### src/rtl/nfs_pkg.sv
package nfs_pkg;
  localparam int CFG_W   = 32;
  localparam int MODE_FW = 2;
  localparam int KDIM_FW = 8;
  localparam int NEU_FW  = 4;
  localparam int SIZE_FW = 8;
  localparam int CNT_W   = 2 * KDIM_FW;

  typedef enum logic [MODE_FW-1:0] {
    MODE_CONV = 2'd0,
    MODE_SUBS = 2'd1,
    MODE_FC   = 2'd2,
    MODE_RSV  = 2'd3
  } layer_mode_e;

  typedef struct packed {
    logic [MODE_FW-1:0] mode;
    logic [KDIM_FW-1:0] kdim;
    logic [NEU_FW-1:0]  nneu;
    logic               chain;
    logic [SIZE_FW-1:0] insize;
  } stage_cfg_t;

  function automatic stage_cfg_t unpack_word0(input logic [CFG_W-1:0] w);
    stage_cfg_t c;
    c.mode   = w[1:0];
    c.kdim   = w[9:2];
    c.nneu   = w[13:10];
    c.chain  = w[14];
    c.insize = w[23:16];
    return c;
  endfunction

  function automatic logic [CNT_W-1:0] pairs_per_neuron(input stage_cfg_t c);
    if (c.mode == MODE_FC) return CNT_W'(c.insize);
    return CNT_W'(c.kdim) * CNT_W'(c.kdim);
  endfunction

  function automatic logic [31:0] data_offset(input logic [MODE_FW-1:0] mode,
                                              input logic [31:0] n, input logic [31:0] i,
                                              input logic [31:0] plen);
    case (mode)
      MODE_SUBS: return n * plen + i;
      MODE_FC:   return i;
      default:   return n + i;
    endcase
  endfunction

  function automatic logic [31:0] weight_offset(input logic [MODE_FW-1:0] mode,
                                                input logic [31:0] n, input logic [31:0] i,
                                                input logic [31:0] plen);
    case (mode)
      MODE_SUBS: return n;
      MODE_FC:   return n * plen + i;
      default:   return i;
    endcase
  endfunction
endpackage

### src/rtl/nfs_cfg_regs.sv
module nfs_cfg_regs
  import nfs_pkg::*;
(
  input  logic             clk,
  input  logic             rst_n,
  input  logic             cap_w0,
  input  logic             cap_w1,
  input  logic             cap_w2,
  input  logic [CFG_W-1:0] rdata,
  output stage_cfg_t       cfg,
  output logic [CFG_W-1:0] dat_base,
  output logic [CFG_W-1:0] wgt_base
);
  always_ff @(posedge clk) begin
    if (!rst_n) begin
      cfg      <= '0;
      dat_base <= '0;
      wgt_base <= '0;
    end else begin
      if (cap_w0) cfg      <= unpack_word0(rdata);
      if (cap_w1) dat_base <= rdata;
      if (cap_w2) wgt_base <= rdata;
    end
  end
endmodule

### src/rtl/nfs_walker.sv
module nfs_walker
  import nfs_pkg::*;
(
  input  logic              clk,
  input  logic              rst_n,
  input  logic              clear,
  input  logic              step,
  input  logic              input_major,
  input  logic [CNT_W-1:0]  plen,
  input  logic [NEU_FW-1:0] nneu,
  output logic [NEU_FW-1:0] n_idx,
  output logic [CNT_W-1:0]  i_idx,
  output logic              neuron_last,
  output logic              stage_last
);
  logic n_last;

  assign neuron_last = (i_idx == plen - CNT_W'(1));
  assign n_last      = (n_idx == nneu - NEU_FW'(1));
  assign stage_last  = neuron_last && n_last;

  always_ff @(posedge clk) begin
    if (!rst_n || clear) begin
      n_idx <= '0;
      i_idx <= '0;
    end else if (step) begin
      if (input_major) begin
        if (n_last) begin
          n_idx <= '0;
          i_idx <= i_idx + CNT_W'(1);
        end else begin
          n_idx <= n_idx + NEU_FW'(1);
        end
      end else begin
        if (neuron_last) begin
          i_idx <= '0;
          n_idx <= n_idx + NEU_FW'(1);
        end else begin
          i_idx <= i_idx + CNT_W'(1);
        end
      end
    end
  end

  AST_TARGET_IN_RANGE: assert property (@(posedge clk) disable iff (!rst_n)
    step |-> (n_idx < nneu));
endmodule

### src/rtl/nfs_pair_hold.sv
module nfs_pair_hold #(
  parameter int DATA_W = 16
) (
  input  logic              clk,
  input  logic              rst_n,
  input  logic              rd_issue,
  input  logic [DATA_W-1:0] dat_rdata,
  input  logic [DATA_W-1:0] wgt_rdata,
  output logic [DATA_W-1:0] pair_dat,
  output logic [DATA_W-1:0] pair_wgt
);
  logic              fresh;
  logic [DATA_W-1:0] held_dat;
  logic [DATA_W-1:0] held_wgt;

  always_ff @(posedge clk) begin
    if (!rst_n) begin
      fresh    <= 1'b0;
      held_dat <= '0;
      held_wgt <= '0;
    end else begin
      fresh <= rd_issue;
      if (fresh) begin
        held_dat <= dat_rdata;
        held_wgt <= wgt_rdata;
      end
    end
  end

  assign pair_dat = fresh ? dat_rdata : held_dat;
  assign pair_wgt = fresh ? wgt_rdata : held_wgt;
endmodule

### src/rtl/nfs_feeder.sv
module nfs_feeder
  import nfs_pkg::*;
#(
  parameter int NUM_NEU = 4,
  parameter int ADDR_W  = 10,
  parameter int DATA_W  = 16,
  parameter int CFG_AW  = 6
) (
  input  logic               clk,
  input  logic               rst_n,
  input  logic               start,
  output logic               cfg_rd,
  output logic [CFG_AW-1:0]  cfg_addr,
  input  logic [31:0]        cfg_rdata,
  output logic               dat_rd,
  output logic [ADDR_W-1:0]  dat_addr,
  input  logic [DATA_W-1:0]  dat_rdata,
  output logic               wgt_rd,
  output logic [ADDR_W-1:0]  wgt_addr,
  input  logic [DATA_W-1:0]  wgt_rdata,
  output logic [NUM_NEU-1:0] nrn_push,
  output logic [NUM_NEU-1:0] nrn_fin,
  output logic [DATA_W-1:0]  nrn_data,
  output logic [DATA_W-1:0]  nrn_wgt,
  input  logic [NUM_NEU-1:0] nrn_full,
  output logic               fwd_load,
  output logic [1:0]         fwd_mode,
  output logic [7:0]         fwd_kdim,
  output logic [3:0]         fwd_nneu,
  output logic [7:0]         fwd_insize,
  output logic               done
);
  localparam int BLOCK_STRIDE = 4;

  typedef enum logic [2:0] {
    S_IDLE, S_CF0, S_CF1, S_CF2, S_CF3, S_LOAD, S_RD, S_PUSH
  } feed_state_e;

  feed_state_e        state;
  logic [CFG_AW-1:0]  blk_base;
  stage_cfg_t         cfg;
  logic [CFG_W-1:0]   dat_base;
  logic [CFG_W-1:0]   wgt_base;
  logic [NEU_FW-1:0]  n_idx;
  logic [CNT_W-1:0]   i_idx;
  logic [CNT_W-1:0]   plen;
  logic               neuron_last;
  logic               stage_last;
  logic [NUM_NEU-1:0] target_vec;
  logic               target_full;
  logic               push_fire;
  logic               stage_end;
  logic               walk_clear;

  // Internal events brought out for the checks
  assign push_fire  = (state == S_PUSH) && !target_full;
  assign stage_end  = push_fire && stage_last;
  assign walk_clear = (state == S_LOAD);
  assign plen       = pairs_per_neuron(cfg);

  nfs_cfg_regs u_cfg (
    .clk      (clk),
    .rst_n    (rst_n),
    .cap_w0   (state == S_CF1),
    .cap_w1   (state == S_CF2),
    .cap_w2   (state == S_CF3),
    .rdata    (cfg_rdata),
    .cfg      (cfg),
    .dat_base (dat_base),
    .wgt_base (wgt_base)
  );

  nfs_walker u_walk (
    .clk         (clk),
    .rst_n       (rst_n),
    .clear       (walk_clear),
    .step        (push_fire),
    .input_major (cfg.mode == MODE_FC),
    .plen        (plen),
    .nneu        (cfg.nneu),
    .n_idx       (n_idx),
    .i_idx       (i_idx),
    .neuron_last (neuron_last),
    .stage_last  (stage_last)
  );

  nfs_pair_hold #(.DATA_W(DATA_W)) u_hold (
    .clk       (clk),
    .rst_n     (rst_n),
    .rd_issue  (dat_rd),
    .dat_rdata (dat_rdata),
    .wgt_rdata (wgt_rdata),
    .pair_dat  (nrn_data),
    .pair_wgt  (nrn_wgt)
  );

  for (genvar g = 0; g < NUM_NEU; g++) begin : g_neu
    assign target_vec[g] = (n_idx == NEU_FW'(g));
    assign nrn_push[g]   = push_fire && target_vec[g];
    assign nrn_fin[g]    = push_fire && target_vec[g] && neuron_last;
  end
  assign target_full = |(nrn_full & target_vec);

  always_comb begin
    cfg_rd   = (state == S_CF0) || (state == S_CF1) || (state == S_CF2);
    cfg_addr = blk_base;
    if (state == S_CF1) cfg_addr = blk_base + CFG_AW'(1);
    if (state == S_CF2) cfg_addr = blk_base + CFG_AW'(2);
  end

  assign dat_rd   = (state == S_RD);
  assign wgt_rd   = (state == S_RD);
  assign dat_addr = ADDR_W'(dat_base + data_offset(cfg.mode, 32'(n_idx), 32'(i_idx), 32'(plen)));
  assign wgt_addr = ADDR_W'(wgt_base + weight_offset(cfg.mode, 32'(n_idx), 32'(i_idx), 32'(plen)));

  assign fwd_load   = (state == S_LOAD);
  assign fwd_mode   = cfg.mode;
  assign fwd_kdim   = cfg.kdim;
  assign fwd_nneu   = cfg.nneu;
  assign fwd_insize = cfg.insize;
  assign done       = stage_end && !cfg.chain;

  always_ff @(posedge clk) begin
    if (!rst_n) begin
      state    <= S_IDLE;
      blk_base <= '0;
    end else begin
      case (state)
        S_IDLE: if (start) begin
          blk_base <= '0;
          state    <= S_CF0;
        end
        S_CF0:  state <= S_CF1;
        S_CF1:  state <= S_CF2;
        S_CF2:  state <= S_CF3;
        S_CF3:  state <= S_LOAD;
        S_LOAD: state <= S_RD;
        S_RD:   state <= S_PUSH;
        S_PUSH: if (push_fire) begin
          if (!stage_last) begin
            state <= S_RD;
          end else if (cfg.chain) begin
            blk_base <= blk_base + CFG_AW'(BLOCK_STRIDE);
            state    <= S_CF0;
          end else begin
            state <= S_IDLE;
          end
        end
        default: state <= S_IDLE;
      endcase
    end
  end

  AST_CFG_ADDR_STEP: assert property (@(posedge clk) disable iff (!rst_n)
    (cfg_rd && $past(cfg_rd)) |-> (cfg_addr == $past(cfg_addr) + CFG_AW'(1)));
  AST_LOAD_BEFORE_FEED: assert property (@(posedge clk) disable iff (!rst_n)
    fwd_load |=> (dat_rd && nrn_push == '0));
  AST_FIN_NEEDS_PUSH: assert property (@(posedge clk) disable iff (!rst_n)
    (nrn_fin & ~nrn_push) == '0);
  AST_NO_PUSH_INTO_FULL: assert property (@(posedge clk) disable iff (!rst_n)
    (nrn_push & nrn_full) == '0);
  AST_PAIR_STABLE_IN_STALL: assert property (@(posedge clk) disable iff (!rst_n)
    (state == S_PUSH && target_full) |=> ($stable(nrn_data) && $stable(nrn_wgt)));
  AST_DONE_THEN_IDLE: assert property (@(posedge clk) disable iff (!rst_n)
    done |=> (!dat_rd && !cfg_rd && !done));
  AST_ONE_NEURON: assert property (@(posedge clk) disable iff (!rst_n)
    $onehot0(nrn_push));
endmodule

### config.mk
export PLATFORM = sky130hd
export DESIGN_NAME = nfs_feeder
export DESIGN_NICKNAME = d
export VERILOG_FILES = /design/src/rtl/nfs_pkg.sv /design/src/rtl/nfs_cfg_regs.sv /design/src/rtl/nfs_walker.sv /design/src/rtl/nfs_pair_hold.sv /design/src/rtl/nfs_feeder.sv
export SDC_FILE = /design/constraint.sdc
export NUM_CORES = 1
export LEC_CHECK = 0
export BUFFER_PORTS_ARGS = -buffer_cell sky130_fd_sc_hd__buf_2
export CELL_PAD_IN_SITES_DETAIL_PLACEMENT = 1
export CELL_PAD_IN_SITES_GLOBAL_PLACEMENT = 1
export CORE_AREA = 2 2 147 149
export CTS_BUF_LIST = sky130_fd_sc_hd__clkbuf_16
export CTS_CLUSTER_SIZE = 20
export DETAILED_ROUTE_END_ITERATION = 8
export DIE_AREA = 0 0 149 151
export PLACE_DENSITY_LB_ADDON = 0.1
export SLEW_MARGIN = 20
export SYNTH_ARGS = -nofsm -noshare
export SYNTH_HDL_FRONTEND = slang
export SYNTH_SLANG_ARGS = --single-unit
### constraint.sdc
create_clock -name clk -period 17.2 [get_ports clk]
set_input_delay 3.44 -clock clk [delete_from_list [all_inputs] [get_ports clk]]
set_output_delay 3.44 -clock clk [all_outputs]
set_load 0.01 [all_outputs]
==> out/results.ini <==
[worst_setup_path]
slowest_stage=dfxtp_1
reg2reg_slack_ns=10.31
required_ns=13.76
crit_type=register to primary output
timing.rr.end=u_walk.i_idx[4]$_SDFFE_PP0P_
cp_top_family=adder cells
rr_worst_depth=19
slowest_delay_ns=0.73
worst_setup_path_start_kind=register
r2r-start=u_cfg.cfg[14]$_SDFFE_PN0P_
cp_num_buf_inv=7
critical_path_peak_fanout=13
cp-end-kind=primary output
cp.arrival_ns=8.44

[clock_network]
cts.sinks=103
cts-root-buf=clkbuf_16
clock_path_buffers=2
cts_hold_buffers=0
postCtsSetupBuffers=0
post_cts_resize_count=0
cts_made_buffers=9
clk_latency_ns=0.37
clkTransAtPathRegs_ns=0.08
cts_tree=built
htreeDepth=3

[floorplanning]
die-area_sq_um=22500
start_util=0.464
pin_count=164
coreArea_sq_um=20800
die_height_um=151
die_x_um=149
rows=53

[placement]
dp.final_hpwl_um=21800
post-place-ws_ns=5.77
port_buffers=154
globalplace.congestion=0.843

[timing]
clock.fmax_mhz=84.2
tightest_slew_ns=0.765
finalSetupTns_ns=0
finalCritPeriodShare=0.691
fin_crit_ns=11.88
slew_viol_final=0
relSlewSlack=0.489
finClkSkew_ns=0.0143
finalHoldViolCount=0
finalSetupViolCount=0
setup_ws_ns=5.32
rsz0062_at_grt=false

[run]
cap_violations=0

[logic_synthesis]
synth_area_per_cell_sq_um=8.35
synthFlopType=dfxtp_1
ys_warn_count=0
ys_seq_area_frac=0.214
netlist_area_sq_um=9660
synthCells=1157
yosys.area.top_type=dfxtp_1
synth_cell_types=81
synth_common_cells=nand2_1 (146), dfxtp_1 (103), inv_1 (102)
synth-edff-count=0
synth-seq-cells=103
synth.top_cell.area_share=0.214
ys_async_sr_fraction=0
synth_most_common_cell=nand2_1
syn-num-nets=1348
synth_area_leaders=dfxtp_1 (21%), ha_1 (9.6%), fa_1 (9.5%)

[power]
peakVddDrop_mv=0.0705
power_leakage_nw=4.97
power_density_nw_per_um2=62.9

[route]
avgRoutedWirePerCell_um=18.3
ant_nets=0
wirelength_um=27900
via_per_inst=5.50
vias=8387
drtIter0Drc=226
first_pass_iters=5
drc=0

[min_path]
hp-class=register to register
hold_path_depth=2
holdCritStartpoint=u_cfg.dat_base[3]$_SDFFE_PN0P_
hold_end=u_cfg.dat_base[3]$_SDFFE_PN0P_

[cells_and_area]
fin_util=0.515
fillers=2610
nNetsFinal=1437
drive_gt1_frac=0.197
diodes=0
area_growth_pct=11.1

[grt]
grt-ovfl-total=0
grt_pass1_wl_um=45100
antenna_found_initial=0
grt_use_total=0.254
grt_start_max_net_pins=83
grt_pass1_vias=8601

[run_status]
status=complete, no violations

## state kept, by name, summed over array words and instances, names as in the netlist
register,count
u_walk.n_idx,4
u_cfg.dat_base,10
u_hold.held_dat,16
u_hold.held_wgt,16
u_hold.fresh,1
u_cfg.wgt_base,10
blk_base,4
state,3
u_cfg.cfg,23
u_walk.i_idx,16
## cell usage in the layout, fill, tap and decap left out, drive strengths merged, types with 11 or more instances in the layout
cell,n
a21boi,33
a21o,13
a21oi,47
and2,56
and3,13
buf,161
dfxtp,103
fa,46
ha,74
inv,108
mux2,37
mux2i,21
nand2,146
nand3,23
nand4,11
nor2,51
nor2b,23
nor3,35
o21ai,32
o21bai,11
xnor2,68
xor2,14
## area by class of cell
type / instances / area, sq um / area share
clock buffer: 9 / 225 / 0.0210
clock inverter: 7 / 96.3 / 0.00898
inverter: 103 / 387 / 0.0360
multi-input combinational: 868 / 6790 / 0.633
sequential: 103 / 2060 / 0.192
tap: 275 / 344 / 0.0321
timing repair buffer: 161 / 823 / 0.0767
## report_power, final
part           switching, W  internal [W]
Clock              0.000117      0.000108
Combinational      0.000112     0.0000771
Sequential        0.0000163      0.000245
## through the flow
stage / total power, W / instance area (sq um) / hold slack, ns / std cells
2_1_floorplan: 0.000405 / 9660 / 0.448 / 1157
3_3_place_gp: 0.000451 / 10400 / 0.459 / 1510
3_5_place_dp: 0.000455 / 10400 / 0.471 / 1510
4_1_cts: 0.000682 / 10700 / 0.482 / 1526
5_1_grt: 0.000713 / 10700 / 0.504 / 1526
6_report: 0.000675 / 10700 / 0.480 / 1526
## cells by family (layout without fill, tap and decap cells)
| kind of cell | Yosys count | count (layout) | synth area share |
|---|---|---|---|
| adder cells (fa/ha/maj) | 120 | 120 | 0.191 |
| buffers and inverters | 186 | 280 | 0.0842 |
| AND/OR/NAND/NOR | 401 | 401 | 0.212 |
| XOR/XNOR | 85 | 85 | 0.0814 |
| multiplexers | 58 | 58 | 0.0653 |
| flip-flops | 103 | 103 | 0.214 |
| AO/OA/AOI/OAI | 204 | 204 | 0.152 |
## tightest hold or removal path, stage by stage (launching register included)
cell      delay (ns)
dfxtp_1         0.32
nand2_1         0.05
a21boi_0        0.06
## worst max path at each step
stage	cells after the start	slack, ns	startpoint	to
floorplan	28	6.63	u_cfg.cfg[13]$_SDFFE_PN0P_	dat_addr[9]
finish	30	5.32	u_cfg.cfg[14]$_SDFFE_PN0P_	dat_addr[9]
detailed placement	30	5.77	u_cfg.cfg[14]$_SDFFE_PN0P_	dat_addr[9]
global route	28	4.86	u_cfg.cfg[14]$_SDFFE_PN0P_	dat_addr[9]
CTS	30	5.33	u_cfg.cfg[14]$_SDFFE_PN0P_	dat_addr[9]
global placement	30	5.82	u_cfg.cfg[14]$_SDFFE_PN0P_	dat_addr[9]
## per-layer routing
layer / vias to the layer above / part of all wire / routed length [um] / global-route usage
li1: 4069 / - / - / -
met1: 4145 / 0.45 / 12600 / 0.325
met2: 152 / 0.50 / 13900 / 0.457
met3: 21 / 0.040 / 1120 / 0.0377
met4: 0 / 0.011 / 295 / 0.0495
met5: - / 0 / 0 / 0
(Power assumes the default switching activity.)
